--- config.mk ---
export PLATFORM = sky130hd
export DESIGN_NAME = spi_host_ctrl
export DESIGN_NICKNAME = d
export VERILOG_FILES = /design/src/rtl/spi_host_pkg.sv /design/src/rtl/spi_host_regs.sv /design/src/rtl/spi_host_clkgen.sv /design/src/rtl/spi_host_shifter.sv /design/src/rtl/spi_host_ctrl.sv
export SDC_FILE = /design/constraint.sdc
export NUM_CORES = 1
export LEC_CHECK = 0
export BUFFER_PORTS_ARGS = -buffer_cell sky130_fd_sc_hd__buf_2
export CAP_MARGIN = 20
export CORE_AREA = 3 3 135 137
export CTS_CLUSTER_DIAMETER = 30
export DETAILED_ROUTE_END_ITERATION = 10
export DIE_AREA = 0 0 138 140
export HOLD_SLACK_MARGIN = 0.15
export PLACE_DENSITY = 0.64
export REMOVE_ABC_BUFFERS = 1
export SKIP_CTS_REPAIR_TIMING = 1
export SYNTH_ARGS = -nofsm -noshare
export SYNTH_HDL_FRONTEND = slang
export SYNTH_SLANG_ARGS = --single-unit
--- constraint.sdc ---
create_clock -name clk -period 4.26 [get_ports clk]
set_clock_uncertainty 0.1 [all_clocks]
set_input_delay 0.852 -clock clk [delete_from_list [all_inputs] [get_ports clk]]
set_output_delay 0.852 -clock clk [all_outputs]
set_load 0.01 [all_outputs]
--- src/rtl/spi_host_pkg.sv ---
package spi_host_pkg;

    localparam int WORD_W = 32;
    localparam int LEN_W  = 4;
    localparam int PRE_W  = 4;
    localparam int CNT_W  = PRE_W + 2;
    localparam int IDX_W  = $clog2(WORD_W);
    localparam int CHR_W  = IDX_W + 1;
    localparam int ADDR_W = 8;
    localparam int MIN_CODE = 3;

    localparam logic [ADDR_W-1:0] OFS_MODE = 8'h20;
    localparam logic [ADDR_W-1:0] OFS_EV   = 8'h24;
    localparam logic [ADDR_W-1:0] OFS_MASK = 8'h28;
    localparam logic [ADDR_W-1:0] OFS_CMD  = 8'h2C;
    localparam logic [ADDR_W-1:0] OFS_TX   = 8'h30;
    localparam logic [ADDR_W-1:0] OFS_RX   = 8'h34;

    localparam int B_LOOP   = 30;
    localparam int B_REV    = 26;
    localparam int B_MST    = 25;
    localparam int B_EN     = 24;
    localparam int B_LEN_LO = 20;
    localparam int B_PRE_LO = 16;
    localparam int B_NE     = 9;
    localparam int B_NF     = 8;

    typedef struct packed {
        logic             loop;
        logic             rev;
        logic             master;
        logic             en;
        logic [LEN_W-1:0] len_code;
        logic [PRE_W-1:0] pre;
    } mode_t;

    // Decoded character length in bits.
    function automatic logic [CHR_W-1:0] char_bits(input logic [LEN_W-1:0] code);
        if (code == '0)
            return CHR_W'(WORD_W);
        else if (code < LEN_W'(MIN_CODE))
            return CHR_W'(MIN_CODE + 1);
        else
            return CHR_W'(code) + CHR_W'(1);
    endfunction

    function automatic logic [WORD_W-1:0] mode_word(input mode_t m);
        logic [WORD_W-1:0] w;
        w = '0;
        w[B_LOOP] = m.loop;
        w[B_REV]  = m.rev;
        w[B_MST]  = m.master;
        w[B_EN]   = m.en;
        w[B_LEN_LO +: LEN_W] = m.len_code;
        w[B_PRE_LO +: PRE_W] = m.pre;
        return w;
    endfunction

endpackage

--- src/rtl/spi_host_regs.sv ---
module spi_host_regs
    import spi_host_pkg::*;
(
    input  logic              clk,
    input  logic              rst,
    input  logic [ADDR_W-1:0] bus_addr,
    input  logic              bus_wr,
    input  logic [WORD_W-1:0] bus_wdata,
    output logic [WORD_W-1:0] bus_rdata,
    input  logic              busy,
    input  logic              done,
    input  logic [WORD_W-1:0] rx_word,
    output mode_t             cfg,
    output logic              tx_go,
    output logic              ev_ne,
    output logic              ev_nf,
    output logic              irq
);

    logic              wr_mode, wr_ev, wr_mask, wr_cmd, wr_tx;
    logic [1:0]        mask_q;
    logic [WORD_W-1:0] cmd_q, tx_q, rx_q;
    mode_t             next_cfg;

    always_comb begin
        wr_mode = bus_wr && (bus_addr == OFS_MODE);
        wr_ev   = bus_wr && (bus_addr == OFS_EV);
        wr_mask = bus_wr && (bus_addr == OFS_MASK);
        wr_cmd  = bus_wr && (bus_addr == OFS_CMD);
        wr_tx   = bus_wr && (bus_addr == OFS_TX);
        tx_go   = wr_tx && cfg.en && !busy;

        next_cfg.loop     = bus_wdata[B_LOOP];
        next_cfg.rev      = bus_wdata[B_REV];
        next_cfg.master   = bus_wdata[B_MST];
        next_cfg.en       = bus_wdata[B_EN];
        next_cfg.len_code = bus_wdata[B_LEN_LO +: LEN_W];
        next_cfg.pre      = bus_wdata[B_PRE_LO +: PRE_W];
        // Length and rate are frozen while the interface runs.
        if (cfg.en) begin
            next_cfg.len_code = cfg.len_code;
            next_cfg.pre      = cfg.pre;
        end
    end

    always_ff @(posedge clk) begin
        if (rst) begin
            cfg    <= '0;
            ev_ne  <= 1'b0;
            ev_nf  <= 1'b1;
            mask_q <= '0;
            cmd_q  <= '0;
            tx_q   <= '0;
            rx_q   <= '0;
        end else begin
            if (wr_mode) cfg <= next_cfg;
            if (wr_mask) mask_q <= {bus_wdata[B_NE], bus_wdata[B_NF]};
            if (wr_cmd)  cmd_q <= bus_wdata;
            if (tx_go)   tx_q <= bus_wdata;
            if (done)    rx_q <= rx_word;
            ev_ne <= (ev_ne && !(wr_ev && bus_wdata[B_NE])) || done;
            ev_nf <= ((ev_nf && !(wr_ev && bus_wdata[B_NF])) || !busy || done) && !tx_go;
        end
    end

    always_comb begin
        irq = (ev_ne && mask_q[1]) || (ev_nf && mask_q[0]);
        bus_rdata = '0;
        case (bus_addr)
            OFS_MODE: bus_rdata = mode_word(cfg);
            OFS_EV: begin
                bus_rdata[B_NE] = ev_ne;
                bus_rdata[B_NF] = ev_nf;
            end
            OFS_MASK: begin
                bus_rdata[B_NE] = mask_q[1];
                bus_rdata[B_NF] = mask_q[0];
            end
            OFS_CMD: bus_rdata = cmd_q;
            OFS_TX:  bus_rdata = tx_q;
            OFS_RX:  bus_rdata = rx_q;
            default: bus_rdata = '0;
        endcase
    end

endmodule

--- src/rtl/spi_host_clkgen.sv ---
module spi_host_clkgen
    import spi_host_pkg::*;
(
    input  logic             clk,
    input  logic             rst,
    input  logic             run,
    input  logic             start,
    input  logic [PRE_W-1:0] pre,
    output logic             sck,
    output logic             rise,
    output logic             fall
);

    logic [CNT_W-1:0] cnt_q;
    logic [CNT_W-1:0] half_m1;
    logic             wrap;

    always_comb begin
        // Half period is 2*(pre+1) cycles, so the terminal count is 2*pre+1.
        half_m1 = CNT_W'({pre, 1'b1});
        wrap    = run && !start && (cnt_q == half_m1);
        rise    = wrap && !sck;
        fall    = wrap && sck;
    end

    always_ff @(posedge clk) begin
        if (rst || start || !run) begin
            cnt_q <= '0;
            sck   <= 1'b0;
        end else if (wrap) begin
            cnt_q <= '0;
            sck   <= ~sck;
        end else begin
            cnt_q <= cnt_q + CNT_W'(1);
        end
    end

endmodule

--- src/rtl/spi_host_shifter.sv ---
module spi_host_shifter
    import spi_host_pkg::*;
(
    input  logic              clk,
    input  logic              rst,
    input  logic              en,
    input  logic              start,
    input  logic [WORD_W-1:0] tx_word,
    input  logic [CHR_W-1:0]  n_bits,
    input  logic              msb_first,
    input  logic              loop,
    input  logic              miso_pin,
    input  logic              rise,
    input  logic              fall,
    output logic              busy,
    output logic              mosi,
    output logic              done,
    output logic [WORD_W-1:0] rx_word
);

    logic [IDX_W-1:0]  idx;
    logic [IDX_W-1:0]  pos;
    logic [CHR_W-1:0]  len_q;
    logic              msb_q;
    logic              last;
    logic              miso_eff;
    logic [WORD_W-1:0] tx_q, acc_q;

    always_comb begin
        // Bit of the character on the wire in this step.
        pos      = msb_q ? IDX_W'(len_q - CHR_W'(1) - CHR_W'(idx)) : idx;
        mosi     = busy && tx_q[pos];
        miso_eff = loop ? mosi : miso_pin;
        last     = (CHR_W'(idx) == len_q - CHR_W'(1));
        done     = busy && fall && last;
        rx_word  = acc_q;
    end

    always_ff @(posedge clk) begin
        if (rst) begin
            busy  <= 1'b0;
            idx   <= '0;
            len_q <= '0;
            msb_q <= 1'b0;
            tx_q  <= '0;
            acc_q <= '0;
        end else if (start) begin
            busy  <= 1'b1;
            idx   <= '0;
            len_q <= n_bits;
            msb_q <= msb_first;
            tx_q  <= tx_word;
            acc_q <= '0;
        end else if (busy && !en) begin
            busy <= 1'b0;
        end else if (busy) begin
            if (rise) acc_q[pos] <= miso_eff;
            if (fall) begin
                if (last) busy <= 1'b0;
                else      idx  <= idx + IDX_W'(1);
            end
        end
    end

endmodule

--- src/rtl/spi_host_ctrl.sv ---
module spi_host_ctrl
    import spi_host_pkg::*;
(
    input  logic              clk,
    input  logic              rst,
    input  logic [ADDR_W-1:0] bus_addr,
    input  logic              bus_wr,
    input  logic [WORD_W-1:0] bus_wdata,
    output logic [WORD_W-1:0] bus_rdata,
    output logic              sck,
    output logic              mosi,
    input  logic              miso,
    output logic              irq
);

    mode_t             cfg;
    logic              tx_go, busy, done, rise, fall, ev_ne, ev_nf;
    logic [WORD_W-1:0] rx_word;

    spi_host_regs u_regs (
        .clk       (clk),
        .rst       (rst),
        .bus_addr  (bus_addr),
        .bus_wr    (bus_wr),
        .bus_wdata (bus_wdata),
        .bus_rdata (bus_rdata),
        .busy      (busy),
        .done      (done),
        .rx_word   (rx_word),
        .cfg       (cfg),
        .tx_go     (tx_go),
        .ev_ne     (ev_ne),
        .ev_nf     (ev_nf),
        .irq       (irq)
    );

    spi_host_clkgen u_clk (
        .clk   (clk),
        .rst   (rst),
        .run   (busy && cfg.en),
        .start (tx_go),
        .pre   (cfg.pre),
        .sck   (sck),
        .rise  (rise),
        .fall  (fall)
    );

    spi_host_shifter u_shift (
        .clk       (clk),
        .rst       (rst),
        .en        (cfg.en),
        .start     (tx_go),
        .tx_word   (bus_wdata),
        .n_bits    (char_bits(cfg.len_code)),
        .msb_first (cfg.rev),
        .loop      (cfg.loop),
        .miso_pin  (miso),
        .rise      (rise),
        .fall      (fall),
        .busy      (busy),
        .mosi      (mosi),
        .done      (done),
        .rx_word   (rx_word)
    );

endmodule

==> metrics.md <==
| Metric | Value |
|---|---|
| Static Leak | 3.36 nW |
| P per Cell Area | 342 nW/µm² |
| Final Hold Vio Count | 0 |
| Clock Power Share | 47.8% |
| Arr. time, crit path | 3.20 ns |
| Synth Warn # | 0 |
| DIE WIDTH | 138 µm |
| Worst-path clk slew | 0.06 ns |
| Worst min path class | reg2reg |
| Pre-antenna DRT Iters | 7 |
| Transition time of the tightest slew-check pin | 0.938 ns |
| Core Area | 17200 µm² |
| Crit-path cells | inv_1, ha_1, fa_2, nand2b_4, o32ai_1, a22o_1, a2111oi_4, a211oi_2, a311oi_2, buf_2 |
| Worst path depth | 10 |
| DRC | 0 |
| Asr flop ratio synth | 0% |
| Met2 track demand over resource | 36.4% |
| EDFF count, synth | 0 |
| I/O Pins | 79 |
| Post-synth top area share | 42.7% |
| Via/cell ratio | 5.73 |
| Initial DRC Count | 611 |
| Seq cells post-synth | 164 |
| Max_cap viols | 0 |
| Worst-case clock buffer depth | 2 |
| Die H | 140 µm |
| Vias post-DR | 6726 |
| Commonest non-fill, non-tap cell in the layout | dfxtp_1 |
| R2R cell count | 9 |
| WP buf/inv | 2 |
| WP data required | 3.31 ns |
| Switching power | 0.659 mW |
| WS Path Type | reg2out |
| Slew margin rel. | 37.4% |
| Netlist cell types | 63 |
| Placement Setup Slack | 0.194 ns |
| Routability cong. | 0.906 |
| Largest area contributor in the netlist | dfxtp_1 |
| Pin count of the biggest net entering global routing | 68 |
| Gr ovfl total | 0 |
| Layout cells sized above 1 | 17.9% |
| Maximum VDD drop | 0.289 mV |
| Max Slew Vio Count | 0 |
| Combinational power share | 2.5% |
| H-tree Lvls | 4 |
| CP max stage delay | 0.65 ns |
| Most used DFF post-synth | dfxtp_1 |
| Synth Area per Inst | 8.77 µm² |
| # clock sinks | 164 |
| Final Net Count | 990 |
| Initial antenna violation count | 0 |
| ANT nets after route | 0 |
| Routed WL | 21700 µm |
| Reg power frac | 49.7% |
| Layout area overhead | 17.1% |
| Global-route wire length before repair | 35400 µm |
| GR Util All Layers | 22.3% |
| Top post-synthesis cells by area | dfxtp_1 43%, mux2i_1 9.5%, nand2_1 6.9% |
| Slowest CP cell | fa_2 |
| Status | completed |
| Synth Area in Adders | 1.72% |
| DR WL/cell | 18.5 µm |
| Final setup vio count | 0 |
| Setup ws final | 0.111 ns |
| Post-Synth Simple-Gate Area | 18.2% |
| Met3 global-route usage | 4.17% |
| Largest family of logic cells by synthesized area | compound AO/OA/AOI/OAI gates |
| Crit path launch type | flip-flop |
| Worst setup EP type | output pin |
| FP Rows | 48 |
| Register area share after synthesis | 42.7% |
| Initial Utilization | 44.8% |
| M1 GR Usage | 30.3% |
| Synth Area in XOR/XNOR | 2.39% |
| Worst path top cell family by delay | compound AO/OA/AOI/OAI gates |
| CTS root buf | clkbuf_16 |
| Clock latency on the worst-skew pair | 0.43 ns |
| Complex-gate fraction of the synthesized area | 19.3% |
| Synth Cell Area | 7690 µm² |
| Sw frac | 21.4% |
| Achievable Freq | 241 MHz |
| Post-synthesis mux area share | 10.4% |
| GR peak layer | met2 |
| Antenna diodes | 0 |
| Die Area | 19300 µm² |
| Min Tclk post-route | 4.15 ns |
| P_int | 2.43 mW |
| CP Max Fanout | 8 |
| Min Hold Slack | 0.353 ns |
| Hold path depth | 2 |
| Most frequent cells in the layout | 162 x dfxtp_1, 141 x nand2_1, 78 x buf_2 |
| Fin crit share | 97.4% |
| DPL Wire Length | 14600 µm |
| IO Port Bufs | 78 |
| Num CTS Buffers | 17 |
| Vias in the first global route | 6519 |
| Cell count after synthesis | 877 |
| CTS tree | done |
-- flip-flops by register name (all words and copies together) (netlist names) --
register,flops
u_regs.cmd_q,32
u_regs.rx_q,32
u_regs.tx_q,32
u_shift.rx_word,32
u_regs.cfg,12
u_clk.cnt_q,6
u_shift.len_q,6
u_shift.idx,5
u_regs.mask_q,2
u_clk.sck,1
u_regs.ev_ne,1
u_regs.ev_nf,1
u_shift.busy,1
u_shift.msb_q,1
-- power by group through the flow --
stage                     clock (mW)  sequential [mW]  combinational [mW]
after floorplan                    0             1.57              0.0191
after global placement             0             1.57              0.0764
after detailed placement           0             1.57              0.0766
after CTS                       1.50             1.53              0.0768
after global routing            1.56             1.53              0.0847
final                           1.48             1.53              0.0764
-- metrics by stage --
step	TNS (ns)	utilization (%)	area (µm²)	instances	power [mW]
3_5_place_dp	0	48.4	8320	1137	1.64
4_1_cts	-0.340	51.7	8880	1168	3.11
5_1_grt	-0.00553	52.5	9010	1173	3.18
3_3_place_gp	0	48.4	8320	1137	1.64
2_1_floorplan	-28.92	-	7400	810	1.59
6_report	0	52.5	9010	1173	3.09
-- Yosys cell counts, drive strengths merged, types with 3 or more instances --
library cell  number
a211oi             3
a21oi             55
a222oi            32
a22o              35
a32o               3
and2               3
buf               17
clkbuf            50
dfxtp            164
ha                 9
inv               32
mux2i             73
nand2            141
nand2b             5
nand3             15
nand3b             6
nand4              4
nor2              77
nor2b              7
nor3               8
nor4               8
o21ai             20
o22ai             11
o31ai              3
o32a               3
o32ai             17
or2                5
or3                8
or4               12
xnor2             14
xor2               7
-- worst paths after layout --
kind / start / slack, ns / end
min: u_regs.cmd_q[26]$_SDFFE_PP0P_ / 0.35 / u_regs.cmd_q[26]$_SDFFE_PP0P_
max: u_shift.len_q[0]$_SDFFE_PP0P_ / 0.11 / mosi
max reg2reg: u_shift.len_q[0]$_SDFFE_PP0P_ / 1.06 / u_shift.rx_word[31]$_SDFFE_PP0P_
min reg2reg: u_regs.cmd_q[26]$_SDFFE_PP0P_ / 0.35 / u_regs.cmd_q[26]$_SDFFE_PP0P_
-- worst min-delay path: stages (launching register included) --
cell,delay [ns]
dfxtp_1,0.31
nand2_1,0.05
a21oi_1,0.05
-- routing by layer --
metal / vias up / share of wire, %
li1: 3304 / -
met1: 3180 / 46
met2: 208 / 46
met3: 34 / 5.9
met4: 0 / 2.1
met5: - / 0
-- cells by family (layout without fill, tap and decap cells) --
kind of cell / count (synthesis) / in the layout
compound gates: 199 / 199
xor+xnor: 21 / 21
fa+ha+maj: 10 / 10
buf+inv: 99 / 170
flops: 164 / 164
mux: 77 / 77
simple gates: 307 / 307
-- cell type report --
type	instances	area [µm²]
clock buffer	21	450
clock inverter	10	109
fill	1668	8170
inverter	32	120
multi-input combinational	614	4120
sequential	164	3290
tap	225	282
timing repair buffer	107	646
No activity file was read; power rests on OpenSTA's default activity.
